$ cat config.mk
export PLATFORM = sky130hd
export DESIGN_NAME = key_poller
export DESIGN_NICKNAME = d
export VERILOG_FILES = /design/src/rtl/key_poller.sv
export SDC_FILE = /design/constraint.sdc
export NUM_CORES = 1
export LEC_CHECK = 0
export BUFFER_PORTS_ARGS = -buffer_cell sky130_fd_sc_hd__buf_2
export CORE_AREA = 2 2 39 41
export DETAILED_ROUTE_END_ITERATION = 8
export DIE_AREA = 0 0 41 43
export SYNTH_ARGS = -nofsm -noshare
export SYNTH_HDL_FRONTEND = slang
export SYNTH_SLANG_ARGS = --single-unit
$ cat constraint.sdc
create_clock -name clk -period 1.8 [get_ports clk]
set_input_delay 0.09 -clock clk [delete_from_list [all_inputs] [get_ports clk]]
set_output_delay 0.09 -clock clk [all_outputs]
set_load 0.02 [all_outputs]
$ cat src/rtl/key_poller.sv
module key_poller #(
  parameter int WIN_MS = 1,
  parameter int PER_MS = 10,
  parameter int DEB_MS = 27
) (
  input  logic clk,
  input  logic rst_n,
  input  logic tick_1ms,
  input  logic plugged,
  input  logic four_pole,
  input  logic host_en,
  input  logic cmp_hit,
  output logic sw_close,
  output logic key_out
);
  localparam int DEB_N = (DEB_MS + PER_MS - 1) / PER_MS + 1;
  localparam int PW = (PER_MS > 1) ? $clog2(PER_MS) : 1;
  localparam int CW = $clog2(DEB_N + 1);

  logic          active;
  logic          in_win;
  logic          smp;
  logic [PW-1:0] ph;
  logic [CW-1:0] run;
  logic          key_q;

  assign active   = plugged & four_pole;
  assign in_win   = active && (ph < PW'(WIN_MS));
  assign smp      = active && tick_1ms && (ph == PW'(WIN_MS - 1));
  assign sw_close = host_en | in_win;
  assign key_out  = key_q;

  always_ff @(posedge clk or negedge rst_n) begin
    if (!rst_n) begin
      ph    <= '0;
      run   <= '0;
      key_q <= 1'b0;
    end else if (!active) begin
      ph    <= '0;
      run   <= '0;
      key_q <= 1'b0;
    end else begin
      if (tick_1ms)
        ph <= (ph == PW'(PER_MS - 1)) ? '0 : ph + 1'b1;
      if (smp) begin
        if (cmp_hit != key_q) begin
          if (run == CW'(DEB_N - 1)) begin
            key_q <= cmp_hit;
            run   <= '0;
          end else begin
            run <= run + 1'b1;
          end
        end else begin
          run <= '0;
        end
      end
    end
  end
endmodule

; Word level (Yosys, flattened, before mapping)
; Cells that the tools add are included.
[word_totals]
reg_bits = 8
latchBits = 0
ramBits = 0
romBits = 0
inputBits = 7
out_inout_bits = 2
elab_cells = 31
memories = 0
[classes]
addsub = 2
mul = 0
div = 0
n_lt_le_gt_ge = 1
n_eq_ne = 7
shifts = 0
n_mux = 11
n_bitwise = 2
reduce_logical = 5
[ops]
columns = operator, n
row1 = 2-to-1 mux 3 bit, 4
row2 = 2-to-1 mux 4 bit, 3
row3 = "inequality test 2 x 1 -> 1 bit, second input constant", 3
row4 = "adder 4 x 1 -> 4 bit, second input constant", 1
row5 = "equality test 4 bit, second input constant", 1
row6 = zero test 4 bit, 1
row7 = "less-than comparator 4 x 1 -> 1 bit, second input constant", 1
row8 = 2-to-1 mux 1 bit, 4
row9 = "adder 3 x 1 -> 3 bit, second input constant", 1
row10 = "equality test 3 x 2 -> 1 bit, second input constant", 1
row11 = logical AND 1 bit, 3
row12 = AND reduction 3 bit, 1
row13 = "inequality test 2 bit, second input constant", 1
row14 = AND 1 bit, 1
row15 = inequality test 1 bit, 1
row16 = bitwise OR 1 bit, 1

; Longest topological paths before layout
; Gate-level depths: netlist (run 1).
[depth]
depth_word = 5
depth_mapped = 5
ltp_nobuf = 5

; Worst setup path before layout (run 1)
; No wires, ideal clock.
[synth_path]
path_type = reg2reg
startpoint = reg ph[0]
endpoint = reg run[0]
setup_time_ns = 0.078
t_arrival_ns = 1.397
path_slack_ns = 0.326
stages_incl_launch_ff = 6
path_buffers = 0
path_cell_list = dfrtp_1 > inv_1 > ha_1 > nand4bb_1 > or4_1 > a21oi_1
[synth_via]
elab_chain_cells = 3
[synth_lines]
columns = element, line
row1 = "start, declared", 23  ; logic [PW-1:0] ph;
row2 = "start signal, assigned", 44  ; ph <= (ph == PW'(PER_MS - 1)) ? '0 : ph + 1'b1;
row3 = zero test 4 bit, 29  ; assign smp = active && tick_1ms && (ph == PW'(WIN_MS - 1));
row4 = logical AND 1 bit, 29
row5 = inequality test 2 x 1 -> 1 bit (no line), n/a
row6 = "end signal, assigned", 51  ; run <= run + 1'b1;
row7 = "end, declared", 24  ; logic [CW-1:0] run;
; Every way passes these cells.
; A chain may end at the register's enable or synchronous reset.

; Worst setup path after layout (run 1)
; Ends and elaborated chain as after synthesis.

==> flow_metrics.env, run 1 <==
export IMPL_final_setup_viol_count=0
export IMPL_use_met1=0.189
export IMPL_drtIter0Drc=11
export IMPL_setup_tns_ns=0
export IMPL_place_ws_ns=0.224
export IMPL_dr_pass1_iters=4
export IMPL_remaining_drc_errors=0
export IMPL_numCtsBuffers=3
export IMPL_dieArea_mm2=0.00176
export IMPL_place_hpwl_um=717
export IMPL_antenna_cells=0
export IMPL_overflow=0
export IMPL_num_nets_final=75
export IMPL_maxCapViolCount=0
export IMPL_post_cts_buffers=0
export IMPL_synth_cell_types=22
export IMPL_ys_ff_latch=8
export IMPL_grt_pass1_vias=390
export IMPL_pwr_share_seq=0.514
export IMPL_yosys_warnings=0
export IMPL_internal_power_mw=0.276
export IMPL_drt_vias_per_instance=4.94
export IMPL_start_util=0.347
export IMPL_area_growth_syn_to_layout_pct=19.3
export IMPL_ios=9
export IMPL_finalCritPeriodShare=0.889
export IMPL_clk_pin_slew_ns=0.05
export IMPL_final_hold_viol_count=0
export IMPL_fin_ws_ns=0.200
export IMPL_gp_congestion=0.656
export IMPL_cts_resized=0
export IMPL_core_area_mm2=0.00138
export IMPL_ant_nets=0
export IMPL_hp_class="input pin to flop"
export IMPL_finalClockSkew_ns=0.00197
export IMPL_p_leak_nw=0.266
export IMPL_arrival_ns=1.77
export IMPL_p_switching_mw=0.0834
export IMPL_clk_path_buf_depth=2
export IMPL_grt_start_max_net_pins=10
export IMPL_ys_seq_area_frac=0.417
export IMPL_ir_drop_mv=0.254
export IMPL_use_met2=0.181
export IMPL_wl_um=937
export IMPL_drive_gt1_frac=0.210
export IMPL_busiest_layer="met1"
export IMPL_num_vias=385
export IMPL_grt_pass1_wl_um=1570
export IMPL_cp_end_kind="flop"
export IMPL_powerDensity_mw_per_mm2=627
export IMPL_synth_area_um2=480
export IMPL_cp_required_ns=1.98
export IMPL_met3_usage=0.0314
export IMPL_worstSkewPairLatency_ns=0.25
export IMPL_cp_max_fo=6
export IMPL_status="finished clean"
export IMPL_rsz0062_at_grt="no"
export IMPL_hold_slack_ns=0.112
export IMPL_post_drt_wl_per_cell_um=12.0
export IMPL_worst_setup_path_start_kind="flop"
export IMPL_cts_tree="done"
export IMPL_cts_root_buf="clkbuf_4"
export IMPL_final_cell_mix="buf_2 (8), dfrtp_1 (8), a21oi_1 (7), nand2_1 (6), ha_1 (4)"
export IMPL_track_usage=0.135
export IMPL_slew_headroom=0.848
export IMPL_h_tree_depth=1
export IMPL_synthesis_nets=61
export IMPL_fmax_ghz=0.625
export IMPL_combPwrFrac=0.112
export IMPL_drv_slew=0
export IMPL_port_buffers=8
export IMPL_synthCells=50
export IMPL_antenna_found_initial=0
export IMPL_power_frac_clock=0.374
export IMPL_critical_path_class="flop to flop"
export IMPL_clock_sinks=8
export IMPL_tightest_slew_ns=0.227
export IMPL_avgSynthCellArea_um2=9.61
export IMPL_fillerInstances=137
export IMPL_die_w_um=41
export IMPL_final_min_clock_period_ns=1.60
export IMPL_swShare=0.232
export IMPL_rows=14
export IMPL_die_y_um=43
==> synth_stat cells <==
cell       number  area (um2)
dfrtp_1         8         200
a21oi_1         7        35.0
nand2_1         6        22.5
ha_1            4        50.1
nand3_1         3        15.0
o21ai_0         3        15.0
inv_1           2        7.51
nand2b_1        2        12.5
nand3b_1        2        15.0
a211o_1         1        8.76
a21boi_0        1        7.51
a31o_2          1        8.76
a41o_1          1        10.0
and2_1          1        6.26
and3_1          1        6.26
and4b_1         1        10.0
and4bb_2        1        12.5
nand4bb_1       1        11.3
nor2_1          1        3.75
nor2b_1         1        6.26
or4_1           1        7.51
xnor2_1         1        8.76
==> kinds of logic after synthesis <==
kind of cell,after synthesis,synth area share
xor gates and xnor gates,1,0.0182
buffers and inverters,2,0.0156
adders and majority gates,4,0.104
DFF,8,0.417
AOI/OAI and AO/OA,14,0.177
and+or+nand+nor,21,0.268
==> power by group through the flow <==
stage          clock [mW]  combinational [mW]  sequential [mW]
2_1_floorplan           0              0.0211            0.187
4_1_cts             0.142              0.0408            0.185
5_1_grt             0.155              0.0461            0.185
3_3_place_gp            0              0.0388            0.188
3_5_place_dp            0              0.0389            0.188
6_report            0.134              0.0403            0.185
==> final timing paths <==
path | from | to | slack [ns] | cells after the start
max | ph[0]$_DFFE_PN0P_ | run[0]$_DFFE_PN0P_ | 0.20 | 5
min | cmp_hit | key_out$_DFFE_PN0P_ | 0.11 | 2
max reg2reg | ph[0]$_DFFE_PN0P_ | run[0]$_DFFE_PN0P_ | 0.20 | 5
min reg2reg | run[2]$_DFFE_PN0P_ | run[2]$_DFFE_PN0P_ | 0.51 | 1
max in group asynchronous | rst_n | ph[0]$_DFFE_PN0P_ | 1.42 | 2
min in group asynchronous | rst_n | key_out$_DFFE_PN0P_ | 0.21 | 2
==> metrics by stage <==
step / cell area [um2] / util / std cells / total power [mW]
6_report: 573 / 0.414 / 78 / 0.359
5_1_grt: 573 / 0.414 / 78 / 0.385
4_1_cts: 573 / 0.414 / 78 / 0.367
3_5_place_dp: 541 / 0.391 / 74 / 0.227
3_3_place_gp: 541 / 0.391 / 74 / 0.226
2_1_floorplan: 480 / - / 50 / 0.208
==> cell type report <==
type | count | area [um2] | area share
Timing Repair Buffer | 9 | 50.0 | 0.0873
Clock buffer | 3 | 22.5 | 0.0393
Multi-Input combinational cell | 40 | 273 | 0.476
Sequential cell | 8 | 200 | 0.349
Tap cell | 16 | 20.0 | 0.0349
Inverter | 2 | 7.51 | 0.0131
==> state kept, by name, summed over array words and instances, names as in the netlist <==
register and cells:
ph 4, run 3, key_out 1
==> worst max-delay path, stage by stage (launching register included) <==
cell and delay (ns):
dfrtp_1 0.43, inv_1 0.10, ha_1 0.18, nand4bb_1 0.16, or4_1 0.53, a21oi_1 0.13
==> what timing repair did <==
action,CTS,global route
endpoints found under the hold margin,8,0
endpoints found under the setup margin,0,0
hold buffers,1,0
==> metal layers <==
metal,part of all wire,wire [um]
met5,0,0
met4,0,0
met3,0.017,16
met2,0.42,397
met1,0.56,523
(Power assumes the default switching activity.)
==> run 2: changes to the inputs <==
--- a/config.mk
+++ b/config.mk
@@ -9,6 +9,7 @@
 export CORE_AREA = 2 2 39 41
 export DETAILED_ROUTE_END_ITERATION = 8
 export DIE_AREA = 0 0 41 43
+export PLACE_DENSITY = 0.67
 export SYNTH_ARGS = -nofsm -noshare
 export SYNTH_HDL_FRONTEND = slang
 export SYNTH_SLANG_ARGS = --single-unit
==> run 2 against run 1 <==
Routed wire length is 0.53% lower. Non-clock buffer count unchanged. Design area is the same. First-iteration DRC count shrank 18%. Sequential share of layout area is the same. Core utilization is the same. Worst hold slack better by 0.025 ns. Clock power about the same. Die area did not move. Via count rose by 8.3%. Critical path type unchanged.
==> flow_metrics.env, run 2 (synthesis results as in run 1) <==
export IMPL_reg2reg_depth=5
export IMPL_setup_worst_path_start="ph[0]$_DFFE_PN0P_"
export IMPL_drtIter0Drc=9
export IMPL_reg2reg_from="ph[0]$_DFFE_PN0P_"
export IMPL_largest_register="ph"
export IMPL_ios=9
export IMPL_placed_cell_area_um2=541
export IMPL_drv_slew=0
export IMPL_start_util=0.347
export IMPL_clk_path_buf_depth=2
export IMPL_largest_register_ffs=4
export IMPL_grt_pass1_wl_um=1550
export IMPL_remaining_drc_errors=0
export IMPL_finalClockSkew_ns=0.00438
export IMPL_clock_sinks=8
export IMPL_drt_vias_per_instance=5.35
export IMPL_wl_um=932
export IMPL_num_vias=417
export IMPL_post_cts_buffers=0
export IMPL_numCtsBuffers=3
export IMPL_overflow=0
export IMPL_cts_tree="done"
export IMPL_final_area_um2=573
export IMPL_die_w_um=41
export IMPL_cp_required_ns=1.98
export IMPL_r2r_end="run[0]$_DFFE_PN0P_"
export IMPL_antenna_cells=0
export IMPL_port_buffers=8
export IMPL_final_min_clock_period_ns=1.59
export IMPL_cts_resized=0
export IMPL_final_cell_mix="buf_2 (8), dfrtp_1 (8), a21oi_1 (7), nand2_1 (6), ha_1 (4)"
export IMPL_dr_pass1_iters=4
export IMPL_h_tree_depth=1
export IMPL_fmax_ghz=0.627
export IMPL_cts_root_buf="clkbuf_4"
export IMPL_multi_input_area_um2=273
export IMPL_maxCapViolCount=0
export IMPL_hold_slack_ns=0.137
export IMPL_num_nets_final=75
export IMPL_ant_nets=0
export IMPL_finalCritPeriodShare=0.885
export IMPL_slew_headroom=0.856
export IMPL_rsz0062_at_grt="no"
export IMPL_setup_tns_ns=0
export IMPL_area_growth_syn_to_layout_pct=19.3
export IMPL_antenna_found_initial=0
export IMPL_worst_setup_path_start_kind="flop"
export IMPL_cp_max_fo=6
export IMPL_die_y_um=43
export IMPL_drive_gt1_frac=0.210
export IMPL_post_drt_wl_per_cell_um=11.9
export IMPL_status="finished clean"
export IMPL_dieArea_mm2=0.00176
export IMPL_gp_congestion=0.728
export IMPL_arrival_ns=1.77
export IMPL_tightest_slew_ns=0.215
export IMPL_grt_pass1_vias=376
export IMPL_final_setup_viol_count=0
export IMPL_fillerInstances=137
export IMPL_track_usage=0.140
export IMPL_rows=14
export IMPL_worstSkewPairLatency_ns=0.25
export IMPL_clk_pin_slew_ns=0.05
export IMPL_r2r_slack_ns=0.21
export IMPL_p_leak_nw=0.266
export IMPL_core_area_mm2=0.00138
export IMPL_powerDensity_mw_per_mm2=626
export IMPL_ir_drop_mv=0.365
export IMPL_grt_start_max_net_pins=10
export IMPL_critical_path_class="flop to flop"
export IMPL_seq_area_um2=200
export IMPL_final_hold_viol_count=0
export IMPL_worstSetupEndpoint="run[0]$_DFFE_PN0P_"
export IMPL_cp_end_kind="flop"
export IMPL_hp_class="input pin to flop"
[run 2: per-layer routing]
| metal | track usage | up-vias | wire length [um] |
|---|---|---|---|
| li1 | - | 212 | - |
| met1 | 0.153 | 191 | 411 |
| met2 | 0.194 | 9 | 434 |
| met3 | 0.0785 | 5 | 61 |
| met4 | 0.100 | 0 | 25 |
| met5 | 0 | - | 0 |
[run 2: layout make-up]
cell class	count	share of cell area
inverters	2	0.0131
multi-input cells	40	0.476
repair buffers	9	0.0873
clock buffers	3	0.0393
flip-flops and latches	8	0.349
well taps	16	0.0349
[run 2: through the flow]
step / worst slack, ns / total power [mW] / utilization / cells
6_report: 0.206 / 0.359 / 0.414 / 78
3_5_place_dp: 0.225 / 0.227 / 0.391 / 74
3_3_place_gp: 0.287 / 0.227 / 0.391 / 74
4_1_cts: 0.198 / 0.367 / 0.414 / 78
5_1_grt: 0.0820 / 0.382 / 0.414 / 78
2_1_floorplan: 0.326 / 0.208 / - / 50
[run 2: critical path: stages (launching register included)]
cell,delay [ns]
dfrtp_1,0.42
inv_1,0.09
ha_1,0.18
nand4bb_1,0.16
or4_1,0.53
a21oi_1,0.13
[run 2: power breakdown]
| part | internal, mW | total, mW | switching, mW | leakage, nW |
|---|---|---|---|---|
| clock | 0.0760 | 0.133 | 0.0571 | 0.0138 |
| combinational | 0.0178 | 0.0408 | 0.0230 | 0.141 |
| sequential | 0.182 | 0.185 | 0.00228 | 0.111 |
[run 2: timing repair]
item	CTS	global route
setup endpoints to repair	0	0
endpoints found under the hold margin	8	0
hold buffers	1	0
[run 2: how the worst min path moves through the flow]
stage | to | depth (start not counted) | from
after floorplan | key_out$_DFFE_PN0P_ | 0 | rst_n
after global placement | run[2]$_DFFE_PN0P_ | 1 | rst_n
after detailed placement | run[2]$_DFFE_PN0P_ | 1 | rst_n
after CTS | key_out$_DFFE_PN0P_ | 2 | cmp_hit
after global routing | key_out$_DFFE_PN0P_ | 2 | cmp_hit
final | key_out$_DFFE_PN0P_ | 2 | cmp_hit
